File: src/rtl/ssc_pkg.sv
`timescale 1ns/1ps
package ssc_pkg;
  typedef enum int unsigned {
    LANE_RX = 0,
    LANE_TX = 1
  } lane_e;

  function automatic logic char_end(input int unsigned cnt, input int unsigned w);
    return cnt == (w - 1);
  endfunction

  function automatic int unsigned cnt_bits(input int unsigned w);
    return (w > 1) ? $clog2(w) : 1;
  endfunction
endpackage

File: src/rtl/ssc_lock.sv
`timescale 1ns/1ps
module ssc_lock (
  input  logic clk,
  input  logic rst_n,
  input  logic en,
  input  logic clear,
  input  logic sync_n,
  output logic locked,
  output logic lock_evt
);
  assign lock_evt = en && !clear && !locked && !sync_n;

  always_ff @(posedge clk or negedge rst_n) begin
    if (!rst_n)              locked <= 1'b0;
    else if (!en || clear)   locked <= 1'b0;
    else if (lock_evt)       locked <= 1'b1;
  end
endmodule

File: src/rtl/ssc_rx.sv
`timescale 1ns/1ps
module ssc_rx #(
  parameter int unsigned W = 8
) (
  input  logic         clk,
  input  logic         rst_n,
  input  logic         en,
  input  logic         din,
  input  logic         ack,
  input  logic         locked,
  input  logic         lock_evt,
  output logic [W-1:0] data,
  output logic         valid,
  output logic         overrun
);
  import ssc_pkg::*;
  localparam int unsigned CW = cnt_bits(W);

  logic [CW-1:0] cnt;
  logic [W-2:0]  sh;
  logic [W-1:0]  cat;
  logic          pend;
  logic          take_bit;

  assign cat      = {din, sh};
  assign take_bit = en && (locked || lock_evt);

  always_ff @(posedge clk or negedge rst_n) begin
    if (!rst_n) begin
      cnt     <= '0;
      sh      <= '0;
      data    <= '0;
      valid   <= 1'b0;
      overrun <= 1'b0;
      pend    <= 1'b0;
    end else begin
      valid   <= 1'b0;
      overrun <= 1'b0;
      if (!en) begin
        cnt  <= '0;
        pend <= 1'b0;
      end else begin
        if (ack) pend <= 1'b0;
        if (take_bit) begin
          sh <= cat[W-1:1];
          if (lock_evt) begin
            cnt <= CW'(1);
          end else if (char_end(32'(cnt), W)) begin
            cnt     <= '0;
            data    <= cat;
            valid   <= 1'b1;
            overrun <= pend && !ack;
            pend    <= 1'b1;
          end else begin
            cnt <= cnt + CW'(1);
          end
        end
      end
    end
  end
endmodule

File: src/rtl/ssc_tx.sv
`timescale 1ns/1ps
module ssc_tx #(
  parameter int unsigned W = 8
) (
  input  logic         clk,
  input  logic         rst_n,
  input  logic         en,
  input  logic         hunt,
  input  logic         locked,
  input  logic         lock_evt,
  input  logic [W-1:0] tx_data,
  input  logic         tx_valid,
  output logic         tx_ready,
  output logic         dout,
  output logic         idle
);
  import ssc_pkg::*;
  localparam int unsigned CW = cnt_bits(W);

  logic [CW-1:0] cnt;
  logic [W-1:0]  sh;
  logic          running;
  logic          boundary;

  assign running  = locked && en && !hunt;
  assign boundary = char_end(32'(cnt), W);
  assign tx_ready = running && boundary;

  always_ff @(posedge clk or negedge rst_n) begin
    if (!rst_n) begin
      cnt  <= '0;
      sh   <= '1;
      idle <= 1'b0;
    end else if (lock_evt) begin
      cnt  <= '0;
      sh   <= '1;
      idle <= 1'b1;
    end else if (running) begin
      if (boundary) begin
        cnt <= '0;
        if (tx_valid) begin
          sh   <= tx_data;
          idle <= 1'b0;
        end else begin
          sh   <= '1;
          idle <= 1'b1;
        end
      end else begin
        sh  <= {1'b1, sh[W-1:1]};
        cnt <= cnt + CW'(1);
      end
    end else begin
      cnt  <= '0;
      sh   <= '1;
      idle <= 1'b0;
    end
  end

  always_ff @(negedge clk or negedge rst_n) begin
    if (!rst_n) dout <= 1'b1;
    else        dout <= locked ? sh[0] : 1'b1;
  end
endmodule

File: src/rtl/sync_serial_chan.sv
`timescale 1ns/1ps
module sync_serial_chan #(
  parameter int unsigned CHAR_W = 8
) (
  input  logic              clk,
  input  logic              rst_n,
  input  logic              sync_n,
  input  logic              rx_en,
  input  logic              rx_din,
  input  logic              rx_ack,
  output logic [CHAR_W-1:0] rx_data,
  output logic              rx_valid,
  output logic              rx_overrun,
  input  logic              tx_en,
  input  logic              tx_hunt,
  input  logic [CHAR_W-1:0] tx_data,
  input  logic              tx_valid,
  output logic              tx_ready,
  output logic              tx_dout,
  output logic              tx_idle
);
  import ssc_pkg::*;
  localparam int unsigned NLANE = 2;

  logic [NLANE-1:0] lk_en, lk_clr, lk_locked, lk_evt;
  logic rx_locked, rx_lock_evt, tx_locked, tx_lock_evt;

  assign lk_en[LANE_RX]  = rx_en;
  assign lk_clr[LANE_RX] = 1'b0;
  assign lk_en[LANE_TX]  = tx_en;
  assign lk_clr[LANE_TX] = tx_hunt;

  for (genvar g = 0; g < NLANE; g++) begin : g_lock
    ssc_lock u_lock (
      .clk      (clk),
      .rst_n    (rst_n),
      .en       (lk_en[g]),
      .clear    (lk_clr[g]),
      .sync_n   (sync_n),
      .locked   (lk_locked[g]),
      .lock_evt (lk_evt[g])
    );
  end

  assign rx_locked   = lk_locked[LANE_RX];
  assign rx_lock_evt = lk_evt[LANE_RX];
  assign tx_locked   = lk_locked[LANE_TX];
  assign tx_lock_evt = lk_evt[LANE_TX];

  ssc_rx #(.W(CHAR_W)) u_rx (
    .clk      (clk),
    .rst_n    (rst_n),
    .en       (rx_en),
    .din      (rx_din),
    .ack      (rx_ack),
    .locked   (rx_locked),
    .lock_evt (rx_lock_evt),
    .data     (rx_data),
    .valid    (rx_valid),
    .overrun  (rx_overrun)
  );

  ssc_tx #(.W(CHAR_W)) u_tx (
    .clk      (clk),
    .rst_n    (rst_n),
    .en       (tx_en),
    .hunt     (tx_hunt),
    .locked   (tx_locked),
    .lock_evt (tx_lock_evt),
    .tx_data  (tx_data),
    .tx_valid (tx_valid),
    .tx_ready (tx_ready),
    .dout     (tx_dout),
    .idle     (tx_idle)
  );
endmodule

File: config.mk
export PLATFORM = sky130hd
export DESIGN_NAME = sync_serial_chan
export DESIGN_NICKNAME = d
export VERILOG_FILES = /design/src/rtl/ssc_pkg.sv /design/src/rtl/ssc_lock.sv /design/src/rtl/ssc_rx.sv /design/src/rtl/ssc_tx.sv /design/src/rtl/sync_serial_chan.sv
export SDC_FILE = /design/constraint.sdc
export NUM_CORES = 1
export LEC_CHECK = 0
export ABC_CLOCK_PERIOD_IN_PS = 1850
export BUFFER_PORTS_ARGS = -buffer_cell sky130_fd_sc_hd__buf_4
export CAP_MARGIN = 30
export CORE_ASPECT_RATIO = 0.8
export CORE_MARGIN = 3
export CORE_UTILIZATION = 35
export DETAILED_ROUTE_END_ITERATION = 8
export REMOVE_ABC_BUFFERS = 1
export SYNTH_ARGS = -nofsm -noshare
export SYNTH_HDL_FRONTEND = slang
export SYNTH_HIERARCHICAL = 1
export SYNTH_SLANG_ARGS = --single-unit
File: constraint.sdc
create_clock -name clk -period 1.85 [get_ports clk]
set_input_delay 0.0925 -clock clk [delete_from_list [all_inputs] [get_ports clk]]
set_output_delay 0.0925 -clock clk [all_outputs]
set_load 0.02 [all_outputs]
==> metrics.txt <==
Die Wd 80.2 um; warnings from Yosys 6; Buf+Inv Stages, Crit Path 1; crit end category primary output; CTS tree built; setup_tns -0.118 ns; initial antenna violation count 0; RSZ-0062 raised after global routing yes; Max Cap Viol 0; slowest cell delay on critical path 0.51 ns; core region area 4000 um2; worst vdd ir 0.539 mV; Comb pwr share 9.7%; cell breakdown of the critical path buf_6; clock skew 0.0566 ns; Internal 0.00127 W; Async SR Flop Fraction 100%; failing checks setup timing; arrival time at the worst endpoint 1.88 ns; Tot GR Track Use 11.0%; share of layout cells above drive strength 1 47.7%; Rows 20; largest net degree at the start of global routing 36; Worst Min Path Start sync_n; Yosys cell types 32; Initial Util 38.5%; Design Area, Final 1940 um2; final hold vios 0; DRT antenna net count 0; clock sink count 36; synthesized instance count 112; Max Buffers Root-to-Sink 2; Post-synth EDFFs 0; CP max FO 1; WL per Instance 12.2 um; # fillers 383; outcome complete, but fails checks; Clock Latency Late Sink 0.33 ns; Switching Share 22.3%; placed cell count 196; grt total ovfl 0; number of levels in the clock H-tree 2; worst setup margin -0.118 ns; # diodes 0; Post-CTS Setup Inserts 0; worst setup path startpoint u_tx/dout; Reg2Reg Depth 1; Die H 65.4 um; crit start category flip-flop; Psw 0.000363 W; pwr dens 841 nW/um2; crit path kind flip-flop to primary output; Mapped Avg Cell Area 13.8 um2; Seq/Total Area, Yosys 59.1%; count of boundary I/O pins 30; fin util 48.4%; Mapped Area 1540 um2; worst r2r src g_lock[1].u_lock/locked; Area after DPL 1830 um2; TritonCTS buffer count 5; PortBufs 29; sequential share of power 55.8%; first-pass GRT wire length 4350 um; Vias 929; Data required, critical path 1.76 ns; clock transition at the registers of the reported paths 0.07 ns; final setup violation count 1; hold depth 2; total die area 5250 um2; worst slack at placement 0.191 ns; DRT Pass-1 Iters 2; number of synthesized register bits 36; initial DRC count 21; DRC violation count after routing 0; final cell count without fillers 206; crit path max-delay cell type dfstp_2; LEAKAGE 0.962 nW; synth-to-layout area growth 25.7%; placer congestion estimate 0.673; Via density 4.51; worst hold path type input port to flip-flop; final HPWL from detailed placement 1900 um; critical path depth 1; Pins Over Slew Limit 0; CTS Root Buffer Type clkbuf_8; WL final 2510 um; Most used DFF post-synth dfrtp_1; Crit path max-delay family flip-flops; nets@finish 172; number of global-route vias before repair 962; Clock Power Share 34.4%
-- cells by family after synthesis --
group           Yosys count  synth area share, %
flops                    36                 59.1
buf+inv                   7                 2.43
fa+ha+maj                 5                 4.06
mux                      17                 12.2
simple gates             32                 15.6
compound gates           14                 6.33
other cells               1                0.243
-- state kept, by name (all words and copies together) (netlist names) --
name / count
u_tx/dout: 1
u_rx/cnt: 3
u_rx/pend: 1
u_tx/idle: 1
u_tx/cnt: 3
u_rx/sh: 7
u_rx/data: 8
u_rx/valid: 1
g_lock.u_lock/locked: 2
u_tx/sh: 8
u_rx/overrun: 1
-- through the flow --
step,power (W),hold WS [ns]
2_1_floorplan,0.00101,-0.203
3_3_place_gp,0.00108,0.183
3_5_place_dp,0.00109,0.183
4_1_cts,0.00166,0.0000746
5_1_grt,0.00172,0.00270
6_report,0.00163,0.0115
-- final cells by class --
type                            count  area [um2]  area share [%]
Inverter                            4        15.0           0.774
Multi-Input combinational cell     69         593            30.6
Clock inverter                      1        3.75           0.194
Clock buffer                        8        90.1            4.65
Sequential cell                    36         912            47.0
Timing Repair Buffer               33         256            13.2
Tap cell                           55        68.8            3.55
-- power by group through the flow --
stage                     Combinational [W]    Clock, W  Sequential, W
after global routing               0.000175    0.000628       0.000920
after floorplan                   0.0000925  0.00000676       0.000913
final                              0.000159    0.000561       0.000910
after detailed placement           0.000159  0.00000676       0.000925
after global placement             0.000154  0.00000676       0.000924
after CTS                          0.000163    0.000590       0.000911
-- worst paths after layout --
check	endpoint	slack, ns
setup / recovery	tx_dout	-0.12
max in group asynchronous	u_tx/dout	0.65
min in group asynchronous	u_tx/cnt[2]	0.42
setup reg to reg	u_tx/dout	0.23
hold / removal	g_lock[1].u_lock/locked	0.01
hold reg to reg	u_tx/cnt[0]	0.45
-- cells in the final DEF (no fill, tap or decap), types with 2 or more instances in the layout --
cell type / count
nand2b_4: 2
buf_4: 30
ha_1: 5
dfstp_2: 9
and2_1: 2
nor2_1: 5
nand2b_1: 2
clkbuf_8: 6
mux2_2: 15
nor3_2: 2
a21oi_2: 2
clkbuf_1: 2
inv_1: 5
nand3b_1: 2
dfrtp_1: 27
nor2b_1: 2
o22ai_1: 6
mux2i_1: 2
dlygate4sd3_1: 2
nand2_1: 8
-- routing by layer --
metal  track usage [%]  vias to the layer above  part of all wire [%]
met4              5.70                        0                   1.5
met5                 0                        -                     0
li1                  -                      460                     -
met2              17.6                       14                    48
met1              13.3                      449                    46
met3              3.70                        6                   4.1
-- synthesized netlist by cell type, drive strengths merged (3+ instances only) --
master	number	area, um2
dfrtp	27	676
mux2	15	169
dfstp	9	236
nand2	9	36.3
nor2	6	38.8
o22ai	6	37.5
ha	5	62.6
inv	5	18.8
nand2b	4	40.0
a21oi	3	22.5
nand3b	3	35.0
-- what timing repair did --
action	CTS	global route
hold buffers	2	0
cloned	0	0
setup endpoints to repair	1	1
resized for setup	1	0
hold endpoints to repair	28	0
Power figures use the tool's default switching activity.
